==> config.mk <==
export PLATFORM = sky130hd
export DESIGN_NAME = mc_alu16
export DESIGN_NICKNAME = d
export VERILOG_FILES = /design/src/rtl/mc_alu_pkg.sv /design/src/rtl/mc_alu_addsub.sv /design/src/rtl/mc_alu_shift.sv /design/src/rtl/mc_alu_merge.sv /design/src/rtl/mc_alu16.sv
export SDC_FILE = /design/constraint.sdc
export NUM_CORES = 1
export LEC_CHECK = 0
export ABC_CLOCK_PERIOD_IN_PS = 5400
export BUFFER_PORTS_ARGS = -buffer_cell sky130_fd_sc_hd__buf_2
export CAP_MARGIN = 10
export CORE_MARGIN = 1.5
export CORE_UTILIZATION = 45
export CTS_CLUSTER_DIAMETER = 30
export DETAILED_ROUTE_END_ITERATION = 8
export PLACE_DENSITY = 0.63
export SYNTH_ARGS = -nofsm -noshare
export SYNTH_HDL_FRONTEND = slang
export SYNTH_SLANG_ARGS = --single-unit
==> constraint.sdc <==
create_clock -name clk -period 5.4 [get_ports clk]
set_input_delay 0 -clock clk [delete_from_list [all_inputs] [get_ports clk]]
set_output_delay 0 -clock clk [all_outputs]
set_load 0.01 [all_outputs]
==> src/rtl/mc_alu_pkg.sv <==
package mc_alu_pkg;
  localparam int unsigned DW  = 16;
  localparam int unsigned OPW = 4;

  typedef enum logic [OPW-1:0] {
    OP_ADD  = 4'd0,
    OP_ADDC = 4'd1,
    OP_SUB  = 4'd2,
    OP_SUBC = 4'd3,
    OP_OR   = 4'd4,
    OP_AND  = 4'd5,
    OP_XOR  = 4'd6,
    OP_BCLR = 4'd7,
    OP_SHL  = 4'd8,
    OP_SHR  = 4'd9,
    OP_SAR  = 4'd10,
    OP_ROL  = 4'd11,
    OP_ROR  = 4'd12,
    OP_MRG  = 4'd13,
    OP_FNL  = 4'd14,
    OP_NONE = 4'd15
  } alu_op_e;
endpackage

==> src/rtl/mc_alu_addsub.sv <==
module mc_alu_addsub #(
  parameter int unsigned W = 16
) (
  input  logic [W-1:0] a_i,
  input  logic [W-1:0] b_i,
  input  logic         sub_i,
  input  logic         cin_i,
  output logic [W-1:0] sum_o,
  output logic         cout_o
);
  logic [W-1:0] b_eff;
  logic [W:0]   full;

  always_comb begin
    b_eff  = sub_i ? ~b_i : b_i;
    full   = {1'b0, a_i} + {1'b0, b_eff} + {{W{1'b0}}, cin_i};
    sum_o  = full[W-1:0];
    cout_o = full[W];
  end
endmodule

==> src/rtl/mc_alu_shift.sv <==
module mc_alu_shift #(
  parameter int unsigned W = 16,
  localparam int unsigned SW = $clog2(W)
) (
  input  logic [W-1:0]  a_i,
  input  logic [SW-1:0] amt_i,
  output logic [W-1:0]  shl_o,
  output logic [W-1:0]  shr_o,
  output logic [W-1:0]  sar_o,
  output logic [W-1:0]  rol_o,
  output logic [W-1:0]  ror_o
);
  logic [2*W-1:0] dbl_l;
  logic [2*W-1:0] dbl_r;

  always_comb begin
    shl_o = a_i << amt_i;
    shr_o = a_i >> amt_i;
    sar_o = W'($signed(a_i) >>> amt_i);
    dbl_l = {a_i, a_i} << amt_i;
    dbl_r = {a_i, a_i} >> amt_i;
    rol_o = dbl_l[2*W-1:W];
    ror_o = dbl_r[W-1:0];
  end
endmodule

==> src/rtl/mc_alu_merge.sv <==
module mc_alu_merge #(
  parameter int unsigned W = 16,
  localparam int unsigned SW = $clog2(W)
) (
  input  logic [W-1:0]  a_i,
  input  logic [W-1:0]  b_i,
  input  logic [SW-1:0] msk_i,
  input  logic [SW-1:0] sft_i,
  output logic [W-1:0]  mrg_o,
  output logic [W-1:0]  fnl_o
);
  logic [W-1:0]   fmask;
  logic [2*W-1:0] rot_dbl;
  logic [2*W-1:0] fun_dbl;
  logic [W-1:0]   rot_val;
  logic [W-1:0]   fun_val;

  // Field mask: bit i set when i <= M
  for (genvar i = 0; i < W; i++) begin : g_mask
    assign fmask[i] = (SW'(i) <= msk_i);
  end

  always_comb begin
    rot_dbl = {a_i, a_i} << sft_i;
    rot_val = rot_dbl[2*W-1:W];
    fun_dbl = {a_i, b_i} >> sft_i;
    fun_val = fun_dbl[W-1:0];
    mrg_o   = (rot_val & fmask) | (b_i & ~fmask);
    fnl_o   = (fun_val & fmask) | (b_i & ~fmask);
  end
endmodule

==> src/rtl/mc_alu16.sv <==
module mc_alu16
  import mc_alu_pkg::*;
#(
  parameter int unsigned W = DW,
  localparam int unsigned SW = $clog2(W)
) (
  input  logic           clk,
  input  logic           rst_n,
  input  logic [W-1:0]   a_i,
  input  logic [W-1:0]   b_i,
  input  logic [OPW-1:0] op_i,
  input  logic [SW-1:0]  msk_i,
  input  logic [SW-1:0]  sft_i,
  input  logic           cwe_i,
  output logic [W-1:0]   res_o,
  output logic           carry_o
);
  alu_op_e      op;
  logic         carry_q, carry_d, carry_en;
  logic         is_arith, is_sub, cin;
  logic [W-1:0] sum, shl, shr, sar, rol, ror, mrg, fnl;
  logic         cout;

  assign op       = alu_op_e'(op_i);
  assign is_arith = (op == OP_ADD) || (op == OP_ADDC) || (op == OP_SUB) || (op == OP_SUBC);
  assign is_sub   = (op == OP_SUB) || (op == OP_SUBC);

  always_comb begin
    unique case (op)
      OP_ADD:  cin = 1'b0;
      OP_SUB:  cin = 1'b1;
      default: cin = carry_q;
    endcase
  end

  mc_alu_addsub #(.W(W)) u_addsub (
    .a_i(a_i), .b_i(b_i), .sub_i(is_sub), .cin_i(cin),
    .sum_o(sum), .cout_o(cout)
  );

  mc_alu_shift #(.W(W)) u_shift (
    .a_i(a_i), .amt_i(b_i[SW-1:0]),
    .shl_o(shl), .shr_o(shr), .sar_o(sar), .rol_o(rol), .ror_o(ror)
  );

  mc_alu_merge #(.W(W)) u_merge (
    .a_i(a_i), .b_i(b_i), .msk_i(msk_i), .sft_i(sft_i),
    .mrg_o(mrg), .fnl_o(fnl)
  );

  always_comb begin
    unique case (op)
      OP_ADD, OP_ADDC, OP_SUB, OP_SUBC: res_o = sum;
      OP_OR:   res_o = a_i | b_i;
      OP_AND:  res_o = a_i & b_i;
      OP_XOR:  res_o = a_i ^ b_i;
      OP_BCLR: res_o = a_i & ~b_i;
      OP_SHL:  res_o = shl;
      OP_SHR:  res_o = shr;
      OP_SAR:  res_o = sar;
      OP_ROL:  res_o = rol;
      OP_ROR:  res_o = ror;
      OP_MRG:  res_o = mrg;
      OP_FNL:  res_o = fnl;
      default: res_o = '0;
    endcase
  end

  // Carry flag: next-state and register processes
  assign carry_en = cwe_i && is_arith;
  assign carry_d  = cout;

  always_ff @(posedge clk or negedge rst_n) begin
    if (!rst_n)        carry_q <= 1'b0;
    else if (carry_en) carry_q <= carry_d;
  end

  assign carry_o = carry_q;

  // Assertions
  logic [W-1:0] keep_m;
  assign keep_m = {W{1'b1}} << (int'(msk_i) + 1);

  always @(posedge clk) begin
    if (!rst_n) assert_carry_reset_R4: assert (carry_q == 1'b0);
  end

  assert_add_carry_R3: assert property (@(posedge clk) disable iff (!rst_n)
    (op == OP_ADD && cwe_i) |=> (carry_q == ($past(res_o) < $past(a_i))));

  assert_sub_carry_R3: assert property (@(posedge clk) disable iff (!rst_n)
    (op == OP_SUB && cwe_i) |=> (carry_q == ($past(a_i) >= $past(b_i))));

  assert_carry_hold_R4: assert property (@(posedge clk) disable iff (!rst_n)
    !(cwe_i && is_arith) |=> $stable(carry_q));

  assert_rot_ones_R7: assert property (@(posedge clk) disable iff (!rst_n)
    (op == OP_ROL || op == OP_ROR) |-> ($countones(res_o) == $countones(a_i)));

  assert_merge_keep_R8: assert property (@(posedge clk) disable iff (!rst_n)
    (op == OP_MRG || op == OP_FNL) |-> (((res_o ^ b_i) & keep_m) == '0));

  assert_unused_zero_R11: assert property (@(posedge clk) disable iff (!rst_n)
    (op == OP_NONE) |-> (res_o == '0));
endmodule

==> results.sh <==
export IMPL_p_leak_nw=2.677
export IMPL_rsz0062_at_grt="no"
export IMPL_post_cts_resize_count=0
export IMPL_via_per_inst=7.314
export IMPL_largest_reg_flops=1
export IMPL_finalSetupTns_ns=0
export IMPL_io_pins=64
export IMPL_ys_async_sr_fraction_pct=100.0
export IMPL_grt_pass1_vias=6671
export IMPL_maxCapViolCount=0
export IMPL_num_antenna_cells=0
export IMPL_worstSetupStartpointType="primary input"
export IMPL_final_cell_area_um2=6603
export IMPL_post_cts_setup_buffer_count=0
export IMPL_top_usage_layer="met2"
export IMPL_synth_top_area_share_pct=19.60
export IMPL_insertion_delay_ns=0
export IMPL_rows=43
export IMPL_postSynthCellCount=824
export IMPL_post_route_period_util_pct=75.81
export IMPL_grtUsageMet2_pct=55.30
export IMPL_synth_top_flop_cell="dfrtp_1"
export IMPL_synth_distinct_cells=72
export IMPL_synth_nets=905
export IMPL_ys_ff_latch=1
export IMPL_fin_worst_skew_ns=0
export IMPL_synth_area_per_cell_um2=7.668
export IMPL_min_period_ns=4.094
export IMPL_outcome="finished clean"
export IMPL_fp_coreArea_um2=13770
export IMPL_final_antenna_net_count=0
export IMPL_cp_data_arrival_time_ns=4.09
export IMPL_synth_most_common_cell="nor2_1"
export IMPL_num_fill_cells=1416
export IMPL_grtUsageMet3_pct=11.56
export IMPL_io_buffers=63
export IMPL_grt_pass1_wl_um=42150
export IMPL_num_vias=7255
export IMPL_area_delta_synth_final_pct=4.495
export IMPL_hold_path_class="in -> reg"
export IMPL_ir_drop_uv=105.8
export IMPL_synthTopCellsByArea="mux4_2 (20%), mux2i_1 (9.5%), ha_1 (6.3%)"
export IMPL_p_total_mw=0.7766
export IMPL_synth_area_um2=6319
export IMPL_synth_common_cells="nor2_1 (87), nand2_1 (62), mux2i_1 (60)"
export IMPL_drc=0
export IMPL_final_net_count=895
export IMPL_drt_total_wl_um=28550
export IMPL_required_ns=5.40
export IMPL_grt_use_met1_pct=54.04
export IMPL_grt_max_degree=52
export IMPL_p_per_area_nw_per_um2=117.6
export IMPL_dpl_cell_area_um2=6593
export IMPL_wl_per_cell_um=28.78
export IMPL_hpwl_um=20540
export IMPL_synth_edf_count=0
export IMPL_dieHeight_um=121.5
export IMPL_drive_gt1_share_pct=19.95
export IMPL_synth_seq_area_share_pct=0.3960
export IMPL_grt_overflow_total=0
export IMPL_drtIter0Drc=908
export IMPL_path_class="in -> out"
export IMPL_fmax_mhz=244.3
export IMPL_drtPass1Iterations=8
export IMPL_die_area_um2=14760
export IMPL_finalHoldViolCount=0
export IMPL_cts_hold_buf=1
export IMPL_initial_core_util_pct=45.88
export IMPL_yosysTopAreaCell="mux4_2"
export IMPL_slew_violations=0
export IMPL_die_w_um=121.5
export IMPL_antenna_found_initial=0
export IMPL_worst_pin_slew_ns=1.020
export IMPL_gp_congestion=0.9958
export IMPL_path_clk_slew_ns=0
export IMPL_endpoint_kind="output port"
export IMPL_setup_viol=0
export IMPL_grt_use_total_pct=38.12
export IMPL_post_route_util_pct=47.94
export IMPL_slew_limit_headroom_pct=30.27
export IMPL_yosys_warnings=0
export IMPL_critPathMaxFanout=40
==> routing by layer <==
metal | wire [um] | part of all wire, %
met1 | 11850 | 42
met2 | 12050 | 42
met3 | 3633 | 13
met4 | 1014 | 3.6
met5 | 0 | 0
==> layout make-up <==
cell class	count	area, um2	area share [%]
multi-input cells	690	5753	87.13
repair buffers	80	445.4	6.746
well taps	180	225.2	3.411
inverters	41	153.9	2.331
flip-flops and latches	1	25.02	0.3790
==> kinds of logic after synthesis <==
logic type,synth area share [%]
buf+inv,8.931
fa+ha+maj,6.970
xor+xnor,6.238
compound gates,23.15
mux,35.94
flops,0.3960
simple gates,18.38
==> power breakdown <==
group	switching, mW	internal (mW)
clock	0	0
combinational	0.470	0.295
sequential	0.00261	0.00961
total	0.473	0.304
==> final timing paths <==
check                        start        end  slack [ns]  cells past startpoint
setup / recovery            b_i[1]  res_o[14]        1.31                     13
hold / removal               cwe_i    carry_o        0.29                      3
setup reg to reg           carry_o    carry_o        2.18                     11
hold reg to reg            carry_o    carry_o        0.58                      2
max in group asynchronous    rst_n    carry_o        5.01                      2
min in group asynchronous    rst_n    carry_o        0.30                      2
==> metrics by stage <==
step,setup slack [ns],instances,hold slack (ns)
2_1_floorplan,1.835,824,-0.2956
3_5_place_dp,1.408,991,-0.2244
6_report,1.306,992,0.2903
5_1_grt,1.108,992,0.3239
3_3_place_gp,1.544,991,-0.2247
4_1_cts,1.381,992,0.2987
==> cell usage in the layout, fill, tap and decap left out, types with 5 or more instances in the layout <==
master,n
a211oi_1,13
a211o_1,7
nor2_1,87
buf_4,16
buf_2,63
inv_1,39
a21oi_1,52
ha_1,32
o21ai_0,56
and2_1,7
a31oi_1,12
xor2_1,25
nand3_1,32
o22ai_1,5
mux2i_1,60
o211ai_1,15
a311oi_1,6
nand2_1,62
o221ai_1,6
mux2_2,16
mux4_2,55
nand4_1,5
or3_1,7
xnor2_1,20
o31a_1,6
nor3_1,18
mux4_1,9
a21o_1,5
==> worst max-delay path, cell delays in order <==
cell and delay [ns]:
buf_2 0.69, inv_1 0.55, xnor2_1 0.29, inv_1 0.10, fa_1 0.21, nor2b_1 0.08
o31ai_1 0.43, a21oi_1 0.17, o41ai_1 0.49, o21ai_0 0.23, xor2_1 0.20, a2111o_1 0.49
buf_2 0.16
Power figures use the tool's default switching activity.
